File: config.mk
export PLATFORM = sky130hd
export DESIGN_NAME = ask_sine_gen
export DESIGN_NICKNAME = d
export VERILOG_FILES = /design/src/rtl/ask_sine_pkg.sv /design/src/rtl/ask_mclk_div.sv /design/src/rtl/ask_burst_seq.sv /design/src/rtl/ask_code_map.sv /design/src/rtl/ask_sine_gen.sv
export SDC_FILE = /design/constraint.sdc
export NUM_CORES = 1
export LEC_CHECK = 0
export BUFFER_PORTS_ARGS = -buffer_cell sky130_fd_sc_hd__buf_2
export CORE_MARGIN = 10
export CORE_UTILIZATION = 25
export CTS_CLUSTER_DIAMETER = 40
export DETAILED_ROUTE_END_ITERATION = 10
export PLACE_DENSITY = 0.53
export SLEW_MARGIN = 30
export SYNTH_ARGS = -nofsm -noshare
export SYNTH_HDL_FRONTEND = slang
export SYNTH_SLANG_ARGS = --single-unit
File: constraint.sdc
create_clock -name clk_i -period 2.4 [get_ports clk_i]
set_input_delay 0.24 -clock clk_i [delete_from_list [all_inputs] [get_ports clk_i]]
set_output_delay 0.24 -clock clk_i [all_outputs]
set_load 0.05 [all_outputs]
File: src/rtl/ask_sine_pkg.sv
package ask_sine_pkg;
  localparam int CODE_W = 4;
  localparam int IDX_W  = 4;
  localparam logic [CODE_W-1:0] CODE_MID = CODE_W'(1 << (CODE_W-1));
  localparam logic [CODE_W-1:0] CODE_MAX = {CODE_W{1'b1}};

  // amplitude above mid-scale for phase steps 0..4 of a quarter wave
  function automatic logic [CODE_W-1:0] quarter_amp(input logic [2:0] k);
    case (k)
      3'd0:    return CODE_W'(0);
      3'd1:    return CODE_W'(3);
      3'd2:    return CODE_W'(5);
      3'd3:    return CODE_W'(6);
      default: return CODE_W'(7);
    endcase
  endfunction

  function automatic logic [CODE_W-1:0] sine_code(input logic [IDX_W-1:0] idx);
    logic [1:0]        quad;
    logic [2:0]        k;
    logic [CODE_W-1:0] amp;
    quad = idx[IDX_W-1 -: 2];
    k    = {1'b0, idx[1:0]};
    amp  = quad[0] ? quarter_amp(3'd4 - k) : quarter_amp(k);
    return quad[1] ? (CODE_MID - amp) : (CODE_MID + amp);
  endfunction
endpackage

File: src/rtl/ask_mclk_div.sv
module ask_mclk_div (
  input  logic clk_i,
  input  logic rst_ni,
  input  logic rate_sel_i,
  input  logic ref_half_i,
  output logic tick_o,
  output logic ref_clk_o
);
  logic phase_q;

  always_ff @(posedge clk_i or negedge rst_ni) begin
    if (!rst_ni) phase_q <= 1'b0;
    else         phase_q <= ~phase_q;
  end

  assign tick_o    = ~rate_sel_i | phase_q;
  assign ref_clk_o = ref_half_i ? phase_q : clk_i;
endmodule

File: src/rtl/ask_burst_seq.sv
module ask_burst_seq #(
  parameter int IDX_W = 4
) (
  input  logic             clk_i,
  input  logic             rst_ni,
  input  logic             tick_i,
  input  logic             gate_on_i,
  output logic             run_o,
  output logic [IDX_W-1:0] idx_o
);
  logic             run_q;
  logic [IDX_W-1:0] idx_q;

  always_ff @(posedge clk_i or negedge rst_ni) begin
    if (!rst_ni) begin
      run_q <= 1'b0;
      idx_q <= '0;
    end else if (tick_i) begin
      if (!gate_on_i) begin
        run_q <= 1'b0;
        idx_q <= '0;
      end else if (!run_q) begin
        run_q <= 1'b1;
        idx_q <= '0;
      end else begin
        idx_q <= idx_q + 1'b1;
      end
    end
  end

  assign run_o = run_q;
  assign idx_o = idx_q;
endmodule

File: src/rtl/ask_code_map.sv
module ask_code_map
  import ask_sine_pkg::*;
(
  input  logic              run_i,
  input  logic [IDX_W-1:0]  idx_i,
  output logic [CODE_W-1:0] code_o,
  output logic [CODE_W-1:0] code_n_o
);
  always_comb begin
    code_o   = run_i ? sine_code(idx_i) : CODE_MID;
    code_n_o = CODE_MAX - code_o;
  end
endmodule

File: src/rtl/ask_sine_gen.sv
module ask_sine_gen
  import ask_sine_pkg::*;
#(
  parameter bit EN_ACT_HIGH = 1'b1
) (
  input  logic              clk_i,
  input  logic              rst_ni,
  input  logic              en_i,
  input  logic              rate_sel_i,
  input  logic              ref_half_i,
  output logic [CODE_W-1:0] sine_o,
  output logic [CODE_W-1:0] sine_n_o,
  output logic              burst_o,
  output logic              pad_oe_o,
  output logic              ref_clk_o
);
  logic             tick;
  logic             gate_on;
  logic             run;
  logic [IDX_W-1:0] idx;
  logic             oe_q;

  generate
    if (EN_ACT_HIGH) begin : g_en_hi
      assign gate_on = en_i;
    end else begin : g_en_lo
      assign gate_on = ~en_i;
    end
  endgenerate

  ask_mclk_div u_div (
    .clk_i      (clk_i),
    .rst_ni     (rst_ni),
    .rate_sel_i (rate_sel_i),
    .ref_half_i (ref_half_i),
    .tick_o     (tick),
    .ref_clk_o  (ref_clk_o)
  );

  ask_burst_seq #(.IDX_W(IDX_W)) u_seq (
    .clk_i     (clk_i),
    .rst_ni    (rst_ni),
    .tick_i    (tick),
    .gate_on_i (gate_on),
    .run_o     (run),
    .idx_o     (idx)
  );

  ask_code_map u_map (
    .run_i    (run),
    .idx_i    (idx),
    .code_o   (sine_o),
    .code_n_o (sine_n_o)
  );

  always_ff @(posedge clk_i or negedge rst_ni) begin
    if (!rst_ni) oe_q <= 1'b0;
    else         oe_q <= 1'b1;
  end

  assign burst_o  = run;
  assign pad_oe_o = oe_q;
endmodule

## Yosys cells after proc, flatten, opt, wreduce, memory -nomap -nowiden

Cells that the tools add are included.

| word-level totals | value |
|---|---|
| flip-flop bits (word level) | 7 |
| output and inout port bits | 11 |
| input port bits | 5 |
| word-level logic and storage cells | 29 |

| operators by class | value |
|---|---|
| bitwise logic cells | 3 |
| $add $sub $neg | 5 |
| eq/ne operators | 6 |
| reductions and logical operators | 2 |
| mux-type cells | 9 |

Operators with widths:

| kind | count |
|---|---|
| 2-to-1 mux 4 bit | 5 |
| case mux 4 bit (4 select lines) | 1 |
| case mux 3 bit (4 select lines) | 1 |
| subtractor 4 bit, first input constant | 2 |
| == test 3 x 2 -> 1 bit, second input constant | 2 |
| adder 4 x 1 -> 4 bit, second input constant | 1 |
| adder 4 bit, first input constant | 1 |
| == test 2 bit, second input constant | 2 |
| == test 3 x 1 -> 1 bit, second input constant | 1 |
| zero test 3 bit | 1 |
| subtractor 3 x 2 -> 3 bit, first input constant | 1 |
| == test 2 x 1 -> 1 bit, second input constant | 1 |
| zero test 2 bit | 1 |
| 2-to-1 mux 1 bit | 2 |
| inverter 1 bit | 2 |
| OR 1 bit | 1 |

## Depth between registers and ports, before layout

| depth | value |
|---|---|
| depth after elaboration | 8 |
| gate-level depth with buffers | 9 |
| depth with buffers taken out | 9 |

## By module

A second synthesis with hierarchy kept.

| second synthesis, totals | value |
|---|---|
| cell total of the unflattened synthesis | 57 |
| area total of the unflattened synthesis | 565.5 um^2 |

Modules (own cells, without submodules):

| module | area an instance (um^2) | cells an instance | times used | seq. area each (um^2) |
|---|---|---|---|---|
| ask_burst_seq | 254.0 | 22 | 1 | 125.1 |
| ask_code_map | 232.7 | 29 | 1 | 0.0 |
| ask_mclk_div | 50.0 | 4 | 1 | 25.0 |
| ask_sine_gen | 28.8 | 2 | 1 | 25.0 |

==> results.ini <==
[outcome]
outcome=finished with violations
violations=setup timing

[layout]
area_growth_syn_to_layout_pct=64.0
drive_gt1_share_pct=58.2
final_util_pct=44.2
instances_no_fill=118
nNetsFinal=102
antenna-diode-count=0
final_cell_area_um2=885
fillers=200

[sta]
min_period_ps=2420
final-max-slew-violation-count=0
max_freq_mhz=414
rsz0062_at_grt=yes
setup_viol=1
tns_ps=-15.3
setup_ws_ps=-15.3
hold_viol_final=0
skew_ps=0.520
max-slew-margin-rel_pct=66.4
fin_crit_sh_pct=101
tightest_slew_ps=497
hold_ws_ps=126

[logic_synthesis]
synth.most_common_cell=dfrtp_1
synth_top_family_by_area=simple AND/OR/NAND/NOR gates
synthSimpleGateAreaFrac_pct=29.0
yosysTopAreaCell=dfrtp_1
syn-num-nets=71
yosysSeqAreaShare_pct=32.5
ys_ff_latch=7
synthAdderAreaFrac_pct=11.6
synth_area_um2=539
ys_top_cells_by_count=dfrtp_1 (7), inv_1 (6), nand2_1 (6), ha_1 (5), nor2_1 (4)
synth_edf_count=0
synth_top_area_share_pct=32.5
synthXorXnorAreaFrac_pct=0
async_flop_share_pct=100
synthFlopType=dfrtp_1
syn_area_per_cell_um2=8.84
yosysUniqueCellTypes=31
synth.area.top_cells=dfrtp_1 (32%), ha_1 (12%), inv_1 (4.2%), mux2_2 (4.2%), nand2_1 (4.2%)
synthCells=61
muxShareOfSynthArea_pct=6.03
synth_compound_area_share_pct=13.0
yosysWarningCount=0

[global_routing]
grt_first_pass_wirelength_um=2380
grt_usage_pct=6.87
grt_max_degree=12
grt-ovfl-total=0
grt_pass1_vias=588
antenna_found_initial=0

[routing]
num_vias=537
wl_per_cell_um=11.2
drt_iter0_markers=17
viasPerCell=4.55
wl_met3_um=79
drc_errors=0
postRouteAntennaNets=0
dr_wl_met2_um=699
wl_um=1320
wl_met1_um=512
highest_layer=met4
drt_first_pass_iters=4

[place]
pre_cts_ws_ps=157
gp_congestion=0.769
place.port_buffers=15
dp.cells=101
postPlaceCellArea_um2=632

[run]
maxCapViolCount=0

[die]
initial_utilization_pct=26.9
pin_count=16
coreArea_um2=2000
die_x_um=66.4
die_h_um=66.4
dieArea_um2=4410
rows=16

[worst_hold_path]
hp-class=in2reg

[power_and_ir_drop]
power.leakage_nw=0.387
total_power_mw=0.466
power.density_nw_per_um2=527
peakVddDrop_mv=0.430

[clock_network]
clkLatencyLatePin_ps=350
cts_tree=done
clk_pin_slew_ps=50

[critical_path]
cp-start-kind=flop
critPathCaptureType=output port
crit_fanout=4
critical_path_class=reg2out
crit_arrival_ps=2180
crit_required_ps=2160

## per-layer routing
| layer | GRT usage [%] | vias up |
|---|---|---|
| li1 | - | 267 |
| met3 | 3.39 | 4 |
| met4 | 4.45 | 0 |
| met5 | 0 | - |
| met2 | 12.3 | 16 |
| met1 | 5.89 | 250 |
## state kept, by name, indices dropped and copies added, names as in the netlist
| signal | count |
|---|---|
| pad_oe_o | 1 |
| u_div.phase_q | 1 |
| u_seq.idx_o | 4 |
| u_seq.run_o | 1 |
## power breakdown
| part | total, mW | internal [mW] | switching, mW |
|---|---|---|---|
| logic | 0.114 | 0.0561 | 0.0584 |
| clock network | 0.221 | 0.131 | 0.0902 |
| registers | 0.131 | 0.123 | 0.00804 |
| total | 0.466 | 0.309 | 0.157 |
## timing repair
item,4_1_cts,5_1_grt
hold endpoints to repair,7,0
hold buffers,1,0
setup buffers,8,1
pin swaps,3,1
setup endpoints to repair,4,7
cloned,0,0
gates resized for setup,18,17
## logic make-up after synthesis
family                   count (synthesis)
flip-flops                               7
multiplexers                             3
other                                    1
AO/OA/AOI/OAI                            9
AND/OR/NAND/NOR                         28
adder cells (fa/ha/maj)                  5
buffers and inverters                    8
## critical path, stage by stage, from the launching register on
cell and delay (ps):
dfrtp_2 410, buf_4 140, ha_4 140, nor2_1 50, o31a_2 310, ha_4 160, o2111a_1 230, or2_1 220
buf_6 150
## cell type report
type	instances	area, µm²	area share (%)
Multi-Input combinational cell	46	405	45.8
Timing Repair Buffer	24	189	21.4
Sequential cell	7	178	20.1
Clock buffer	8	53.8	6.08
Tap cell	27	33.8	3.82
Inverter	6	25.0	2.83
## path summary, 6_finish.rpt
path | from | endpoint | slack (ps) | depth (start not counted)
setup / recovery | u_seq.idx_o[0]$_DFFE_PN0P_ | sine_o[2] | -20 | 8
hold / removal | en_i | u_seq.run_o$_DFFE_PN0P_ | 130 | 3
setup reg to reg | u_seq.run_o$_DFFE_PN0P_ | u_seq.idx_o[3]$_DFFE_PN0P_ | 1100 | 3
hold reg to reg | u_div.phase_q$_DFF_PN0_ | u_div.phase_q$_DFF_PN0_ | 460 | 1
max in group asynchronous | rst_ni | u_seq.idx_o[0]$_DFFE_PN0P_ | 1980 | 2
min in group asynchronous | rst_ni | u_seq.run_o$_DFFE_PN0P_ | 250 | 2
## cells in the final DEF, fill, tap and decap left out, drive strengths merged, types with 2 or more instances in the layout
master	Yosys	layout
a22o	2	2
ha	5	5
nand3	3	3
nor2	4	4
dfrtp	7	7
or2	2	2
o21ai	2	2
mux2	2	2
nand2b	2	2
nand2	6	6
inv	6	6
nor2b	2	2
clkbuf	0	7
buf	2	24
Power figures use the tool's default switching activity.
